## src/rtl/acc_alu_pkg.sv

```systemverilog
package acc_alu_pkg;

   typedef enum logic [2:0] {
      ALU_ADD = 3'd0,
      ALU_ADC = 3'd1,
      ALU_SUB = 3'd2,
      ALU_SBC = 3'd3,
      ALU_AND = 3'd4,
      ALU_XOR = 3'd5,
      ALU_OR  = 3'd6,
      ALU_CMP = 3'd7
   } alu_op_e;

   localparam int ADDER_CHAIN = 0;
   localparam int ADDER_FLAT  = 1;

   function automatic logic op_is_sub(input logic [2:0] op);
      return (op == ALU_SUB) || (op == ALU_SBC) || (op == ALU_CMP);
   endfunction

   function automatic logic op_uses_carry(input logic [2:0] op);
      return (op == ALU_ADC) || (op == ALU_SBC);
   endfunction

   function automatic logic op_is_logic(input logic [2:0] op);
      return (op == ALU_AND) || (op == ALU_XOR) || (op == ALU_OR);
   endfunction

endpackage

```

## src/rtl/acc_alu_slice.sv

```systemverilog
module acc_alu_slice #(
   parameter int NIB = 4
) (
   input  logic [NIB-1:0] a_i,
   input  logic [NIB-1:0] b_i,
   input  logic           c_i,
   output logic [NIB-1:0] s_o,
   output logic           c_o
);
   logic [NIB:0] wide;

   always_comb begin
      wide = {1'b0, a_i} + {1'b0, b_i} + {{NIB{1'b0}}, c_i};
      s_o  = wide[NIB-1:0];
      c_o  = wide[NIB];
   end
endmodule

```

## src/rtl/acc_alu_addsub.sv

```systemverilog
module acc_alu_addsub
   import acc_alu_pkg::*;
#(
   parameter int WIDTH = 8,
   parameter int NIB   = 4,
   parameter int STYLE = ADDER_CHAIN
) (
   input  logic [WIDTH-1:0] a_i,
   input  logic [WIDTH-1:0] e_i,
   input  logic             e_top_i,
   input  logic             sub_i,
   output logic [WIDTH-1:0] sum_o,
   output logic             half_o,
   output logic             carry_o
);
   localparam int STAGES = WIDTH / NIB;

   logic [WIDTH-1:0] bx;
   logic             low_c;
   logic             top_c;

   assign bx = sub_i ? ~e_i : e_i;

   generate
      if (STYLE == ADDER_CHAIN) begin : g_chain
         logic [STAGES:0] cc;
         assign cc[0] = sub_i;
         for (genvar i = 0; i < STAGES; i++) begin : g_stage
            acc_alu_slice #(.NIB(NIB)) u_slice (
               .a_i (a_i[i*NIB +: NIB]),
               .b_i (bx[i*NIB +: NIB]),
               .c_i (cc[i]),
               .s_o (sum_o[i*NIB +: NIB]),
               .c_o (cc[i+1])
            );
         end
         assign low_c = cc[1];
         assign top_c = cc[STAGES];
      end else begin : g_flat
         logic [WIDTH:0] wide;
         logic [NIB:0]   low;
         always_comb begin
            wide = {1'b0, a_i} + {1'b0, bx} + {{WIDTH{1'b0}}, sub_i};
            low  = {1'b0, a_i[NIB-1:0]} + {1'b0, bx[NIB-1:0]} + {{NIB{1'b0}}, sub_i};
         end
         assign sum_o = wide[WIDTH-1:0];
         assign low_c = low[NIB];
         assign top_c = wide[WIDTH];
      end
   endgenerate

   // A carry-out of the complemented form means no borrow.
   assign half_o  = sub_i ? ~low_c : low_c;
   assign carry_o = (sub_i ? ~top_c : top_c) | e_top_i;
endmodule

```

## src/rtl/acc_alu_logic.sv

```systemverilog
module acc_alu_logic
   import acc_alu_pkg::*;
#(
   parameter int WIDTH = 8
) (
   input  logic [2:0]       op_i,
   input  logic [WIDTH-1:0] a_i,
   input  logic [WIDTH-1:0] b_i,
   output logic [WIDTH-1:0] y_o
);
   always_comb begin
      unique case (op_i)
         ALU_AND: y_o = a_i & b_i;
         ALU_XOR: y_o = a_i ^ b_i;
         ALU_OR:  y_o = a_i | b_i;
         default: y_o = '0;
      endcase
   end
endmodule

```

## src/rtl/acc_alu8.sv

```systemverilog
module acc_alu8
   import acc_alu_pkg::*;
#(
   parameter int WIDTH = 8,
   parameter int NIB   = 4,
   parameter int STYLE = ADDER_CHAIN
) (
   input  logic [2:0]       op_i,
   input  logic [WIDTH-1:0] lhs_i,
   input  logic [WIDTH-1:0] rhs_i,
   input  logic             carry_i,
   input  logic             upd_carry_i,
   output logic [WIDTH-1:0] result_o,
   output logic             result_we_o,
   output logic             zero_o,
   output logic             sub_o,
   output logic             half_o,
   output logic             carry_o
);
   generate
      if (NIB < 1) begin : g_bad_nib
         $error("acc_alu8: NIB must be at least 1");
      end
      if (WIDTH <= NIB || (WIDTH % NIB) != 0) begin : g_bad_width
         $error("acc_alu8: WIDTH must be a multiple of NIB and larger than it");
      end
      if (STYLE != ADDER_CHAIN && STYLE != ADDER_FLAT) begin : g_bad_style
         $error("acc_alu8: unknown STYLE");
      end
   endgenerate

   logic             is_sub;
   logic             is_log;
   logic             inc;
   logic [WIDTH:0]   eff;
   logic [WIDTH-1:0] arith_y;
   logic [WIDTH-1:0] logic_y;
   logic             arith_h;
   logic             arith_c;
   logic             new_c;

   assign is_sub = op_is_sub(op_i);
   assign is_log = op_is_logic(op_i);
   assign inc    = op_uses_carry(op_i) & carry_i;
   assign eff    = {1'b0, rhs_i} + {{WIDTH{1'b0}}, inc};

   acc_alu_addsub #(.WIDTH(WIDTH), .NIB(NIB), .STYLE(STYLE)) u_addsub (
      .a_i     (lhs_i),
      .e_i     (eff[WIDTH-1:0]),
      .e_top_i (eff[WIDTH]),
      .sub_i   (is_sub),
      .sum_o   (arith_y),
      .half_o  (arith_h),
      .carry_o (arith_c)
   );

   acc_alu_logic #(.WIDTH(WIDTH)) u_logic (
      .op_i (op_i),
      .a_i  (lhs_i),
      .b_i  (rhs_i),
      .y_o  (logic_y)
   );

   always_comb begin
      result_o    = is_log ? logic_y : arith_y;
      half_o      = is_log ? (op_i == ALU_AND) : arith_h;
      new_c       = is_log ? 1'b0 : arith_c;
      carry_o     = upd_carry_i ? new_c : carry_i;
      zero_o      = (result_o == '0);
      sub_o       = is_sub;
      result_we_o = (op_i != ALU_CMP);
   end
endmodule

```

## config.mk

```make
export PLATFORM = sky130hd
export DESIGN_NAME = acc_alu8
export DESIGN_NICKNAME = d
export VERILOG_FILES = /design/src/rtl/acc_alu_pkg.sv /design/src/rtl/acc_alu_slice.sv /design/src/rtl/acc_alu_addsub.sv /design/src/rtl/acc_alu_logic.sv /design/src/rtl/acc_alu8.sv
export SDC_FILE = /design/constraint.sdc
export NUM_CORES = 1
export LEC_CHECK = 0
export ABC_CLOCK_PERIOD_IN_PS = 6700
export CAP_MARGIN = 10
export CELL_PAD_IN_SITES_DETAIL_PLACEMENT = 0
export CELL_PAD_IN_SITES_GLOBAL_PLACEMENT = 1
export CORE_MARGIN = 2
export CORE_UTILIZATION = 39
export DETAILED_ROUTE_END_ITERATION = 8
export GPL_TIMING_DRIVEN = 0
export PLACE_DENSITY_LB_ADDON = 0.08
export SLEW_MARGIN = 30
export SYNTH_ARGS = -nofsm -noshare
export SYNTH_HDL_FRONTEND = slang
export SYNTH_SLANG_ARGS = --single-unit
```

## constraint.sdc

```tcl
create_clock -name vclk -period 6.7
set_input_delay 0.67 -clock vclk [all_inputs]
set_output_delay 0.67 -clock vclk [all_outputs]
set_load 0.01 [all_outputs]
```

==> summary.txt, run 1 <==
Cells and area
  • Design area: between 1500 and 2000 sq um
  • Most frequent cells in the layout: clkdlybuf4s50_1, ha_1, inv_1, xnor2_1, mux2i_1
  • Most common cell after layout, fill and taps aside: clkdlybuf4s50_1
  • Area Overhead vs Synth: 31.9%
  • CLK BUF: 0
  • FFs & Latches: 0
  • ANT cells: 0
  • Final core utilization: around 55%
  • Share of post-route cells with drive strength above 1: under 10%
  • Final nets: 227
  • FF+latch area: 0 sq um

Routing
  • DRT iter0 DRCs: 33
  • Final WL: 2910 um
  • 1st-pass router iterations: 6
  • Post-route ant nets: 0
  • Drt drc: 0
  • Vias/cell: ~5.3
  • Routed len/inst: between 10 and 15 um
  • Vias: approximately 1100

STA
  • Final hold vios: 0
  • Min Tclk post-route: approximately 6.0 ns
  • TNS Setup: 0 ns
  • Worst rel slew slack: a little under 80%
  • Fmax: between 150 and 200 MHz
  • # setup viols final: 0
  • RSZ-0062 raised after global routing: no
  • Fin Hold WS: about 2.1 ns
  • Setup ws final: roughly 0.67 ns
  • Slew Viols, Final: 0
  • Worst-margin pin slew: approximately 0.33 ns
  • Final period util: 90.0%

Critical path
  • CP Launch Type: input port
  • CP required: between 6 and 7 ns
  • Setup CP Type: in2out
  • Critical path fanouts, max: 10
  • Setup crit end kind: primary output
  • Crit path DAT: around 5.4 ns

Die
  • Core Region: 2780 sq um
  • Initial Utilization: 41.7%
  • DIE AREA: 3420 sq um
  • Chip width: about 60 um
  • Num rows: 19
  • IO Count: 34
  • Die height: a little under 60 um

GRT
  • Vias in the first global route: around 1100
  • GRT overflow: 0
  • GRT Total Usage: between 10% and 20%
  • Largest net degree at the start of global routing: 11
  • Antenna violations before repair: 0
  • First-pass GRT wire length: 5080 um

Yosys
  • Mux contribution to synthesized area: under 10%
  • Syn Nets: about 190
  • Library cells used by synthesis: a little over 40
  • Sequential area share after synthesis: 0%
  • Cells after Synth: around 140
  • Synth Area in Simple Gates: 14.6%
  • YS warnings: 0
  • Syn avg cell area: approximately 8.0 sq um
  • Synth Area in Compound Gates: 22.4%
  • Main combinational cell family by area after synthesis: adder cells
  • Synthesized-area fraction occupied by adder cells: ~31%
  • Xor/xnor cell area share of the yosys netlist: ~13%
  • Synthesized cell area: ~1200 sq um

Clocking
  • Cts repair resizes: 0
  • Postcts setup bufs: 0
  • Cts hold-fix bufs: 0

Power and ir drop
  • Clk pwr share: 0%
  • Leak: around 0.73 nW
  • Sw frac: 47.4%
  • Part of the power in registers: 0%
  • Peak supply drop: ~70 uV
  • Pwr/cell area: just over 100 nW/um^2
  • Reported net switching power: ~0.000073 W
  • Logic pwr share: 100.0%
  • P_int: around 0.000081 W

Run status
  • Status: finished clean

Place
  • GP Congestion: ~0.77
  • Area after DPL: 1530 sq um
  • Post-DP HPWL: between 2000 and 2500 um
  • Pre-CTS setup slack: roughly 0.7 ns
  • PortBufs: 33

Run
  • Max-capacitance violation count: 0

Worst hold path
  • Worst Hold Launch: op_i[0]
  • Hold Crit Depth: 4
  • HP Class: in2out
  • Worst Hold Path EP: result_we_o
[Yosys cell counts (all sizes together) (4+ instances only)]
library cell | count | area share, %
mux2i | 8 | 6.9
ha | 24 | 26
o21ai | 4 | 1.7
nand2b | 4 | 2.2
buf | 5 | 4.1
xnor2 | 12 | 9.1
a21oi | 7 | 3.0
nand2 | 5 | 1.6
nor2 | 5 | 1.6
nor2b | 4 | 2.4
xor2 | 5 | 3.8
inv | 22 | 7.1
[worst max-delay path by stage]
stage | startpoint | end | cells after the start
2_1_floorplan | op_i[0] | zero_o | 20
3_5_place_dp | op_i[2] | zero_o | 20
3_3_place_gp | op_i[2] | zero_o | 20
5_1_grt | op_i[2] | zero_o | 20
4_1_cts | op_i[2] | zero_o | 20
6_report | op_i[2] | zero_o | 20
[cell families (layout without fill, tap and decap cells)]
| family | Yosys count | in the layout |
|---|---|---|
| buffers and inverters | 27 | 60 |
| and+or+nand+nor | 30 | 30 |
| muxes | 9 | 9 |
| adders and majority gates | 27 | 27 |
| AOI/OAI and AO/OA | 34 | 34 |
| xor gates and xnor gates | 17 | 17 |
[per-stage QoR]
step	cells	power, W
floorplan	144	0.0000937
global placement	208	0.000153
detailed placement	208	0.000155
CTS	208	0.000156
global route	208	0.000171
finish	208	0.000155
[per-layer routing]
layer	routed length, um	up-vias	global-route usage [%]
met1	1460	517	26.4
met5	0	-	0
li1	-	570	-
met2	1350	22	32.6
met3	95	0	0.220
met4	0	0	0
[critical path: stages]
cell and delay, ns:
clkdlybuf4s50_1 0.52, buf_2 0.25, nor2_1 0.08, ha_1 0.21, ha_1 0.29, xnor2_1 0.23
inv_1 0.09, fa_1 0.44, nor2b_1 0.12, o21ai_0 0.08, nand2b_1 0.16, fa_1 0.23
inv_1 0.06, fa_1 0.39, xor2_1 0.16, a22o_1 0.16, a31oi_1 0.07, a2111o_1 0.35
nor4_2 0.22, clkdlybuf4s50_1 0.57
[power by group through the flow]
stage | combinational [W] | clock (W) | sequential (W)
global placement | 0.000153 | 0 | 0
CTS | 0.000156 | 0 | 0
finish | 0.000155 | 0 | 0
floorplan | 0.0000937 | 0 | 0
detailed placement | 0.000155 | 0 | 0
global route | 0.000171 | 0 | 0
[area by class of cell]
type | instances | area, sq um
inverter | 22 | 82.6
fill | 287 | 1250
tap | 31 | 38.8
multi-input combinational | 117 | 1030
buffer | 5 | 47.5
timing repair buffer | 33 | 330
Note: power is estimated with default switching activity, not from simulation.
==> run 2, diff against run 1 <==
--- a/config.mk
+++ b/config.mk
@@ -16,3 +16,2 @@
 export PLACE_DENSITY_LB_ADDON = 0.08
-export SLEW_MARGIN = 30
 export SYNTH_ARGS = -nofsm -noshare
==> constraint.sdc (replaced) <==
create_clock -name vclk -period 6.7
set_input_delay 0.67 -clock vclk [all_inputs]
set_output_delay 0.67 -clock vclk [all_outputs]
set_load 0.005 [all_outputs]
==> results of run 2 <==
Same layout as run 1 (identical final DEF). Status: finished clean.
Main changes from that run: setup slack after placement 0.686 ns -> 0.722 ns; setup slack after layout 0.670 ns -> 0.706 ns; hold slack 2.13 ns -> 2.10 ns; total power 0.000155 W -> 0.000149 W; worst IR drop on VDD 70.9 uV -> 65.4 uV
==> run 3, diff against run 2 <==
- GPL_TIMING_DRIVEN: 0 -> not set
==> run 3 against run 2 <==
Count of clock-buffer cells in the layout unchanged. Hold slack better by 0.34 ns. Critical endpoint unchanged. Power hardly changed. Setup slack better by 0.24 ns. Global-route usage grew 0.10 points. Combinational power hardly changed. Wire length increased by 2.9%. Core utilization decreased by 0.54 points. Die area stayed put. First-iteration DRC count shrank 18%. Sequential share of layout area unchanged. Non-clock buffer count decreased by 1.
==> summary.txt, run 3 (synthesis gave the netlist of run 1 again) <==
Run status
  • Status: finished clean

STA
  • Final period util: 85.9%
  • Worst rel slew slack: 64.2%
  • TNS Setup: 0 ns
  • Fmax: between 150 and 200 MHz
  • Final hold vios: 0
  • RSZ-0062 raised after global routing: no
  • Min Tclk post-route: 5.75 ns
  • Slew Viols, Final: 0
  • # setup viols final: 0
  • Setup ws final: 0.946 ns
  • Worst-margin pin slew: approximately 0.54 ns

GRT
  • GRT overflow: 0
  • Antenna violations before repair: 0
  • Vias in the first global route: 1109
  • GRT Total Usage: 18.4%
  • First-pass GRT wire length: roughly 5100 um
  • Largest net degree at the start of global routing: 15

Place
  • Post-DP HPWL: 2590 um
  • PortBufs: 34
  • GP Congestion: 0.875
  • Pre-CTS setup slack: about 0.96 ns

Clocking
  • Cts repair resizes: 0
  • Cts hold-fix bufs: 0
  • Postcts setup bufs: 0

Critical path
  • Setup CP Type: in2out
  • Slowest stage cell, crit path: clkdlybuf4s50_1
  • Critical Path, Cell by Cell: clkdlybuf4s50_1, buf_4, nor2_1, ha_1, ha_1, xnor2_1, inv_1, fa_1, nor2b_1, o21ai_0, nand2b_1, fa_1, inv_1, fa_1, xor2_1, a22o_1, a31oi_1, a2111o_1, nor4_2, clkdlybuf4s50_1
  • CP most frequent cell: fa_1
  • CP required: 6.03 ns
  • Max stage delay on crit path: 0.54 ns
  • CP Launch Type: input port
  • Crit path DAT: just over 5 ns
  • Critical path fanouts, max: 14
  • Setup crit end kind: primary output
  • Crit path from: op_i[2]
  • Worst Setup EP: zero_o

Routing
  • Final WL: approximately 3000 um
  • 1st-pass router iterations: 4
  • Vias: 1129
  • DRT iter0 DRCs: 27
  • Routed len/inst: ~14 um
  • Post-route ant nets: 0
  • Drt drc: 0
  • Vias/cell: roughly 5.5

Die
  • IO Count: 34
  • Initial Utilization: approximately two fifths
  • DIE AREA: 3420 sq um
  • Num rows: 19
  • Die height: approximately 60 um
  • Core Region: between 2000 and 3000 sq um
  • Chip width: between 50 and 60 um

Cells and area
  • Area of the multi-input gates: ~1000 sq um
  • Filler instances: 296
  • Area Overhead vs Synth: 30.6%
  • FF+latch area: 0 sq um
  • FFs & Latches: 0
  • CLK BUF: 0
  • Most common cell after layout, fill and taps aside: clkdlybuf4s50_1
  • Most frequent cells in the layout: clkdlybuf4s50_1, ha_1, inv_1, xnor2_1, mux2i_1
  • Final nets: approximately 230
  • ANT cells: 0
  • Share of post-route cells with drive strength above 1: under 10%

Power and ir drop
  • Leak: 0.725 nW
  • Pwr/cell area: around 100 nW/um^2
  • Peak supply drop: 67.2 uV

Run
  • Max-capacitance violation count: 0

Worst hold path
  • HP Class: in2out
-- run 3: cell count changes in the layout (fill, tap and decap cells not counted), sizes merged --
| cell | change |
|---|---|
| clkdlybuf4s50 | +1 |
| buf | -2 |
-- run 3: where the power goes --
group / internal, W / total, W / switching [W]
combinational: 0.0000803 / 0.000149 / 0.0000685
clock: 0 / 0 / 0
sequential: 0 / 0 / 0
total: 0.0000803 / 0.000149 / 0.0000685
-- run 3: critical path, delay by kind of cell --
| kind | cells | cell delay, ns |
|---|---|---|
| buffers and inverters | 5 | 1.34 |
| AND/OR/NAND/NOR | 4 | 0.55 |
| AO/OA/AOI/OAI | 4 | 0.60 |
| adder cells (fa/ha/maj) | 5 | 1.54 |
| XOR/XNOR | 2 | 0.38 |
-- run 3: worst min-delay path by stage --
stage                           start  endpoint  slack (ns)  cells past startpoint
after floorplan               carry_i   carry_o        1.47                      1
after detailed placement  upd_carry_i   carry_o        2.44                      3
after global placement    upd_carry_i   carry_o        2.43                      3
final                     upd_carry_i   carry_o        2.44                      3
after CTS                 upd_carry_i   carry_o        2.45                      3
after global routing      upd_carry_i   carry_o        2.46                      3
-- run 3: layout make-up --
| class | count | share of cell area (%) |
|---|---|---|
| Tap cell | 31 | 2.56 |
| Inverter | 22 | 5.46 |
| Multi-Input combinational cell | 117 | 68.0 |
| Timing Repair Buffer | 37 | 24.0 |
-- run 3: metrics by stage --
step                      area, sq um   power, W  instances  hold WS (ns)  utilization [%]
after floorplan                  1160  0.0000882        144          1.47                -
after global placement           1510   0.000148        207          2.43             54.4
after detailed placement         1510   0.000149        207          2.44             54.4
after CTS                        1510   0.000150        207          2.45             54.4
after global routing             1510   0.000166        207          2.46             54.4
final                            1510   0.000149        207          2.44             54.4
-- run 3: per-layer routing --
layer / GRT usage [%] / vias up / wire, um
met3: 0.659 / 0 / 215
met5: 0 / - / 0
met4: 0 / 0 / 0
li1: - / 571 / -
met2: 31.3 / 39 / 1380
met1: 27.5 / 519 / 1390
